===== src/rtl/enc_master_pkg.sv =====
package enc_master_pkg;

    typedef enum logic [1:0] {
        ST_IDLE,
        ST_RUN,
        ST_STOP,
        ST_HOLD
    } link_state_e;

    localparam int unsigned MIN_HALF = 4;

    // Offset into a bit window at which the data line is sampled.
    function automatic int unsigned sample_offset(input int unsigned half, input logic late);
        return late ? (half + half / 2) : half;
    endfunction

    function automatic int unsigned clamp_half(input int unsigned half);
        return (half < MIN_HALF) ? MIN_HALF : half;
    endfunction

endpackage


===== src/rtl/enc_clk_gen.sv =====
module enc_clk_gen #(
    parameter int DIV_W = 8
) (
    input  logic             clk,
    input  logic             rst,
    input  logic             run,
    input  logic [DIV_W-1:0] half_div,
    output logic             ma,
    output logic             fall_p
);
    logic [DIV_W-1:0] cnt;
    logic             tick;

    assign tick   = run && (cnt == half_div - DIV_W'(1));
    assign fall_p = tick && ma;

    always_ff @(posedge clk) begin
        if (rst || !run) begin
            cnt <= '0;
            ma  <= 1'b1;
        end else if (tick) begin
            cnt <= '0;
            ma  <= ~ma;
        end else begin
            cnt <= cnt + DIV_W'(1);
        end
    end

    // once stopped, the clock is parked high
    a_r1_park_high: assert property (@(posedge clk) disable iff (rst)
        !run |=> ma);

endmodule


===== src/rtl/enc_rx_align.sv =====
module enc_rx_align #(
    parameter int DIV_W  = 8,
    parameter int LEN_W  = 6,
    parameter int DATA_W = 32
) (
    input  logic              clk,
    input  logic              rst,
    input  logic              arm,
    input  logic              en,
    input  logic              sdi,
    input  logic [DIV_W-1:0]  half_div,
    input  logic              late,
    input  logic [LEN_W-1:0]  frame_len,
    output logic              locked,
    output logic              done,
    output logic [DATA_W-1:0] data
);
    import enc_master_pkg::*;

    localparam int TW = DIV_W + 2;

    logic          s1, s2, s3;
    logic          seen_low;
    logic [TW-1:0] tmr;
    logic [TW-1:0] period;
    logic [TW-1:0] offset;
    logic [LEN_W-1:0] nbits;
    logic          start_edge;

    assign period     = TW'({half_div, 1'b0});
    assign offset     = TW'(sample_offset(int'(half_div), late));
    assign start_edge = seen_low && s2 && !s3;

    always_ff @(posedge clk) begin
        if (rst) begin
            s1 <= 1'b1;
            s2 <= 1'b1;
            s3 <= 1'b1;
        end else begin
            s1 <= sdi;
            s2 <= s1;
            s3 <= s2;
        end
    end

    always_ff @(posedge clk) begin
        if (rst) begin
            seen_low <= 1'b0;
            locked   <= 1'b0;
            tmr      <= '0;
            nbits    <= '0;
            data     <= '0;
            done     <= 1'b0;
        end else begin
            done <= 1'b0;
            if (arm) begin
                seen_low <= 1'b0;
                locked   <= 1'b0;
                tmr      <= '0;
                nbits    <= '0;
                data     <= '0;
            end else if (en) begin
                if (!locked) begin
                    if (!s2) seen_low <= 1'b1;
                    if (start_edge) begin
                        locked <= 1'b1;
                        tmr    <= period + offset - TW'(1);
                    end
                end else if (nbits != frame_len) begin
                    if (tmr == '0) begin
                        data  <= {data[DATA_W-2:0], s2};
                        nbits <= nbits + LEN_W'(1);
                        tmr   <= period - TW'(1);
                        if (nbits + LEN_W'(1) == frame_len) done <= 1'b1;
                    end else begin
                        tmr <= tmr - TW'(1);
                    end
                end
            end
        end
    end

    // bits above the frame length are zero when the word is presented
    a_r5_upper_zero: assert property (@(posedge clk) disable iff (rst)
        done |-> ((data >> frame_len) == '0));
    // completion is a single-cycle event
    a_r6_done_pulse: assert property (@(posedge clk) disable iff (rst)
        done |=> !done);
    // no data is taken before the start-bit edge has been found
    a_r3_lock_first: assert property (@(posedge clk) disable iff (rst)
        (!locked && !arm) |=> (nbits == '0));

endmodule


===== src/rtl/enc_link_master.sv =====
module enc_link_master #(
    parameter int DIV_W  = 8,
    parameter int LEN_W  = 6,
    parameter int DATA_W = 32,
    parameter int LIM_W  = 8,
    parameter int HOLD_W = 16
) (
    input  logic              clk,
    input  logic              rst,
    input  logic              start_i,
    input  logic [DIV_W-1:0]  half_div_i,
    input  logic              late_sample_i,
    input  logic [LEN_W-1:0]  frame_len_i,
    input  logic [LIM_W-1:0]  ack_limit_i,
    input  logic [HOLD_W-1:0] idle_hold_i,
    input  logic              enc_data_i,
    output logic              enc_clk_o,
    output logic [DATA_W-1:0] pos_o,
    output logic              pos_valid_o,
    output logic              timeout_err_o
);
    import enc_master_pkg::*;

    link_state_e       state;
    logic [DIV_W-1:0]  half_q;
    logic              late_q;
    logic [LEN_W-1:0]  len_q;
    logic [LIM_W-1:0]  lim_q;
    logic [HOLD_W-1:0] hold_q;
    logic [LIM_W-1:0]  fall_cnt;
    logic [HOLD_W-1:0] hold_cnt;
    logic              run;
    logic              arm;
    logic              fall_p;
    logic              locked;
    logic              rx_done;
    logic              err_q;

    assign arm = (state == ST_IDLE) && start_i;
    // The clock keeps running until the last bit; a high phase is never cut
    // into a fall after the frame is complete.
    assign run = ((state == ST_RUN) && !(rx_done && enc_clk_o)) ||
                 ((state == ST_STOP) && !enc_clk_o);

    enc_clk_gen #(.DIV_W(DIV_W)) u_clk (
        .clk      (clk),
        .rst      (rst),
        .run      (run),
        .half_div (half_q),
        .ma       (enc_clk_o),
        .fall_p   (fall_p)
    );

    enc_rx_align #(.DIV_W(DIV_W), .LEN_W(LEN_W), .DATA_W(DATA_W)) u_rx (
        .clk       (clk),
        .rst       (rst),
        .arm       (arm),
        .en        (state == ST_RUN),
        .sdi       (enc_data_i),
        .half_div  (half_q),
        .late      (late_q),
        .frame_len (len_q),
        .locked    (locked),
        .done      (rx_done),
        .data      (pos_o)
    );

    assign pos_valid_o   = rx_done;
    assign timeout_err_o = err_q;

    always_ff @(posedge clk) begin
        if (rst) begin
            state    <= ST_IDLE;
            half_q   <= DIV_W'(MIN_HALF);
            late_q   <= 1'b0;
            len_q    <= LEN_W'(1);
            lim_q    <= '1;
            hold_q   <= '0;
            fall_cnt <= '0;
            hold_cnt <= '0;
            err_q    <= 1'b0;
        end else begin
            unique case (state)
                ST_IDLE: begin
                    if (start_i) begin
                        half_q   <= DIV_W'(clamp_half(int'(half_div_i)));
                        late_q   <= late_sample_i;
                        len_q    <= (frame_len_i == '0) ? LEN_W'(1) :
                                    (frame_len_i > LEN_W'(DATA_W)) ? LEN_W'(DATA_W) : frame_len_i;
                        lim_q    <= (ack_limit_i == '0) ? LIM_W'(1) : ack_limit_i;
                        hold_q   <= idle_hold_i;
                        fall_cnt <= '0;
                        err_q    <= 1'b0;
                        state    <= ST_RUN;
                    end
                end
                ST_RUN: begin
                    if (rx_done) begin
                        state <= ST_STOP;
                    end else if (fall_p && !locked) begin
                        fall_cnt <= fall_cnt + LIM_W'(1);
                        if (fall_cnt + LIM_W'(1) == lim_q) begin
                            err_q <= 1'b1;
                            state <= ST_STOP;
                        end
                    end
                end
                ST_STOP: begin
                    if (enc_clk_o) begin
                        hold_cnt <= '0;
                        state    <= ST_HOLD;
                    end
                end
                ST_HOLD: begin
                    if ((HOLD_W+1)'(hold_cnt) + (HOLD_W+1)'(1) >= (HOLD_W+1)'(hold_q))
                        state <= ST_IDLE;
                    else
                        hold_cnt <= hold_cnt + HOLD_W'(1);
                end
                default: state <= ST_IDLE;
            endcase
        end
    end

    // ---- assertion support: length of the current low phase ----
    logic [DIV_W:0] low_len;
    always_ff @(posedge clk) begin
        if (rst || enc_clk_o) low_len <= '0;
        else                  low_len <= low_len + (DIV_W+1)'(1);
    end

    // clock is high whenever no frame is running
    a_r1_idle_high: assert property (@(posedge clk) disable iff (rst)
        (state == ST_IDLE || state == ST_HOLD) |-> enc_clk_o);
    // every low phase lasts exactly the latched half period
    a_r2_low_phase: assert property (@(posedge clk) disable iff (rst)
        $rose(enc_clk_o) |-> (low_len == (DIV_W+1)'(half_q)));
    // a timeout never comes with a valid word
    a_r7_err_no_valid: assert property (@(posedge clk) disable iff (rst)
        timeout_err_o |-> !pos_valid_o);
    // timeout ends the running part of the frame
    a_r7_err_stops: assert property (@(posedge clk) disable iff (rst)
        $rose(timeout_err_o) |-> (state == ST_STOP));
    // no falling clock edge after the word is complete
    a_r9_no_fall_after: assert property (@(posedge clk) disable iff (rst)
        (state == ST_STOP) |=> !$fell(enc_clk_o));

endmodule


===== config.mk =====
export PLATFORM = sky130hd
export DESIGN_NAME = enc_link_master
export DESIGN_NICKNAME = d
export VERILOG_FILES = /design/src/rtl/enc_master_pkg.sv /design/src/rtl/enc_clk_gen.sv /design/src/rtl/enc_rx_align.sv /design/src/rtl/enc_link_master.sv
export SDC_FILE = /design/constraint.sdc
export NUM_CORES = 1
export LEC_CHECK = 0
export CAP_MARGIN = 40
export CORE_ASPECT_RATIO = 0.5
export CORE_MARGIN = 3
export CORE_UTILIZATION = 26
export CTS_CLUSTER_SIZE = 12
export DETAILED_ROUTE_END_ITERATION = 12
export GPL_TIMING_DRIVEN = 0
export SYNTH_ARGS = -nofsm -noshare
export SYNTH_HDL_FRONTEND = slang
export SYNTH_SLANG_ARGS = --single-unit

===== constraint.sdc =====
create_clock -name clk -period 4.4 [get_ports clk]
set_input_delay 1.32 -clock clk [delete_from_list [all_inputs] [get_ports clk]]
set_output_delay 1.32 -clock clk [all_outputs]
set_load 0.1 [all_outputs]

==> summary.txt <==
Detailed routing
  – Detailed-router iteration count before antenna repair: 5
  – Avg Vias per Cell: 4.79
  – Detail Route met3 WL: 602 um
  – Drt initial violations: 448
  – WL/cell: 13.9 um
  – DR WL met2: 10,200 um
  – Routed Antenna Nets: 0
  – Via count: 7,194
  – Met1 WL: 9650 um
  – Top sig layer: met4
  – WL final: 20,900 um
  – DRC: 0

Timing
  – Max Clk Rate: 246 MHz
  – Minimum clock period: 4.07 ns
  – Slew @ Worst Pin: 0.656 ns
  – Final Slew Violations: 0
  – Setup violators final: 0
  – RSZ-0062 raised after global routing: true
  – Hold Vio Cnt, Final: 0
  – Final worst-path cycle share: 0.926
  – Layout Skew: 0.00884 ns
  – Slew headroom: 0.551

Clocking
  – CTS root buffer: clkbuf_16
  – CTS Buf Count: 17
  – Clock slew at reported path FFs: 0.06 ns
  – Sink Count: 129
  – # Post-CTS Setup Buffers: 0
  – H-tree Lvls: 4
  – CTS tree: yes
  – Worst skew pair latency: 0.42 ns
  – Clock Path Buffers: 2

Critical path
  – CP required: 4.75 ns
  – Crit path cell chain: ha_1 -> nand3_1 -> nor3_2 -> nand3_1 -> nor2_1 -> xor2_1 -> ha_1 -> nand4_1 -> nor2_1 -> a21oi_1 -> and3_1 -> a21oi_1 -> buf_2 -> o21ai_0 -> a31oi_1
  – Slowest-stage cell, CP: a21oi_1
  – Arr. time, crit path: 4.42 ns
  – Buf/Inv on CP: 1
  – Kind of critical path: flip-flop to flip-flop
  – Crit start category: flip-flop
  – Critical R2R Launch: hold_cnt[0]$_SDFFE_PP0P_
  – Peak per-stage delay on the critical path: 0.55 ns
  – Origin of the worst setup path: hold_cnt[0]$_SDFFE_PP0P_
  – Critical Path End Type: flip-flop
  – CP Max Fanout: 10
  – Largest delay contributor family on the critical path: simple AND/OR/NAND/NOR gates

Floorplanning
  – Core area: 0.0284 mm^2
  – Full die area: 0.0317 mm^2
  – Top Ports: 78
  – Starting density of the core: 0.270
  – Die H: 127 um
  – Die X: 249 um
  – Std-Cell Rows: 43

Flow run
  – Max-cap check violation count: 0

Synthesis
  – Post-synth top flop: dfxtp_1
  – Synth warn: 0
  – Syn_area_per_cell: 7.85 um^2
  – Synth Register Bits: 129
  – Async SR Flop Fraction: 0
  – Cells after synthesis: 976
  – Syn Std Cell Area: 0.00766 mm^2
  – EDFF count, synth: 0
  – Synthesized Nets: 1,081
  – Yosys cell types: 62
  – Register area share after synthesis: 0.337

Power
  – Tot Pwr: 4.07 mW
  – Worst VDD drop: 284 uV
  – Leak pwr: 3.80 nW
  – P per Cell Area: 401 mW/mm^2

Global route
  – Vias in the first global route: 7,214
  – Initial antenna violation count: 0
  – Gr usage total: 0.135
  – GRT overflow: 0
  – Largest net degree at the start of global routing: 17
  – Global-route wire length before repair: 35,100 um

Finish
  – Final Instance Area: 0.0102 mm^2
  – Area grow syn2layout: 32.5%
  – Share of layout cells above drive strength 1: 0.0804
  – Fin nets: 1,212
  – Antenna diodes: 0
  – Final Util: 0.358

Placement
  – Cell Area, Placed: 0.00957 mm^2
  – Port-buffer cells: 77
  – Post-DP HPWL: 16,100 um
  – Placer Congestion: 0.862

Min path
  – Worst hold path type: flip-flop to flip-flop
  – Hold path start: u_rx.s1$_SDFF_PP1_

Run status
  – Status: finished clean
[flip-flops by register name, indices dropped and copies added, names as in the netlist, 6 cells and up]
signal	count
fall_cnt	8
half_q	8
hold_cnt	16
hold_q	16
len_q	6
lim_q	8
u_clk.cnt	8
u_rx.data	32
u_rx.nbits	6
u_rx.tmr	10
[Yosys cell counts, types with 8 or more instances]
library cell	number	area share
nand3_1	28	0.018
nand3b_1	12	0.012
nand4_1	12	0.0098
nor3_1	22	0.014
clkbuf_1	45	0.022
nor2_1	54	0.026
dfxtp_1	129	0.34
and2_1	9	0.0074
nor2b_1	12	0.0098
a21oi_1	109	0.071
o21ai_0	36	0.024
xor2_1	33	0.038
o31ai_1	11	0.011
ha_1	60	0.098
mux2i_1	11	0.014
nand2_1	175	0.086
a21o_1	8	0.0078
or3_1	10	0.0082
xnor2_1	29	0.033
inv_1	58	0.028
[cell usage in the layout (no fill, tap or decap), types with 5 or more instances in the layout]
| cell | synthesis | routed |
|---|---|---|
| nand2b_1 | 7 | 7 |
| nor2b_1 | 12 | 12 |
| clkinvlp_4 | 0 | 7 |
| and2_1 | 9 | 9 |
| o31ai_1 | 11 | 11 |
| xor2_1 | 33 | 33 |
| ha_1 | 60 | 60 |
| nand3b_1 | 12 | 12 |
| or2_2 | 7 | 7 |
| clkdlybuf4s50_1 | 0 | 77 |
| mux2i_1 | 11 | 11 |
| nor2_1 | 54 | 54 |
| o21a_1 | 5 | 5 |
| a21o_1 | 8 | 8 |
| inv_6 | 0 | 5 |
| inv_1 | 58 | 58 |
| clkbuf_16 | 0 | 17 |
| nand4_1 | 12 | 12 |
| a211oi_1 | 7 | 7 |
| buf_8 | 0 | 24 |
| nor4_1 | 7 | 7 |
| o21ai_0 | 36 | 36 |
| a21oi_1 | 109 | 109 |
| nand2_1 | 175 | 175 |
| xnor2_1 | 29 | 29 |
| buf_16 | 0 | 11 |
| or3_1 | 10 | 10 |
| nand3_1 | 28 | 28 |
| clkbuf_1 | 45 | 45 |
| nor3_1 | 22 | 20 |
| dfxtp_1 | 129 | 129 |
| and3_1 | 5 | 5 |
| a31oi_1 | 6 | 6 |
| or4_1 | 6 | 6 |
[layout make-up]
class	count	area (um^2)
plain buffers	50	190
clock buffers	18	439
clock inverters	14	131
fillers	2879	18200
inverters	59	221
multi-input cells	738	4680
flip-flops and latches	129	2580
well taps	382	478
repair buffers	112	1430
[power breakdown]
group          switching [mW]  internal [mW]
logic                   0.812          0.531
registers              0.0882           1.26
clock network           0.582          0.799
[final timing paths]
kind	end	slack [ns]	depth (start not counted)
setup reg to reg	hold_cnt[6]$_SDFFE_PP0P_	0.33	15
setup / recovery	hold_cnt[6]$_SDFFE_PP0P_	0.33	15
hold reg to reg	u_rx.s2$_SDFF_PP1_	0.41	1
hold / removal	u_rx.s2$_SDFF_PP1_	0.41	1
[per-layer routing]
metal  up-vias  GRT usage
met5         -          0
met4         0     0.0480
met3        29     0.0228
met2       122      0.241
met1      3413      0.165
li1       3630          -
[timing repair]
item | 4_1_cts | 5_1_grt
hold buffers | 0 | 0
setup endpoints to repair | 0 | 14
endpoints found under the hold margin | 0 | 0
gates resized for setup | 0 | 2
[metrics by stage]
| step | setup TNS (ns) | hold slack [ns] | worst slack (ns) | cells |
|---|---|---|---|---|
| after global placement | 0 | 0.395 | 0.168 | 1435 |
| after global routing | -0.162 | 0.428 | -0.0463 | 1502 |
| after floorplan | 0 | 0.389 | 0.968 | 976 |
| final | 0 | 0.409 | 0.328 | 1502 |
| after detailed placement | 0 | 0.398 | 0.158 | 1470 |
| after CTS | 0 | 0.413 | 0.141 | 1502 |
[logic make-up (layout without fill, tap and decap cells)]
group,after synthesis,count (layout),synth area share
and+or+nand+nor,382,382,0.239
buffers and inverters,109,253,0.0537
xor gates and xnor gates,66,66,0.0827
DFF,129,129,0.337
AOI/OAI and AO/OA,217,217,0.170
adders and majority gates,62,62,0.103
muxes,11,11,0.0144
(Power assumes the default switching activity.)
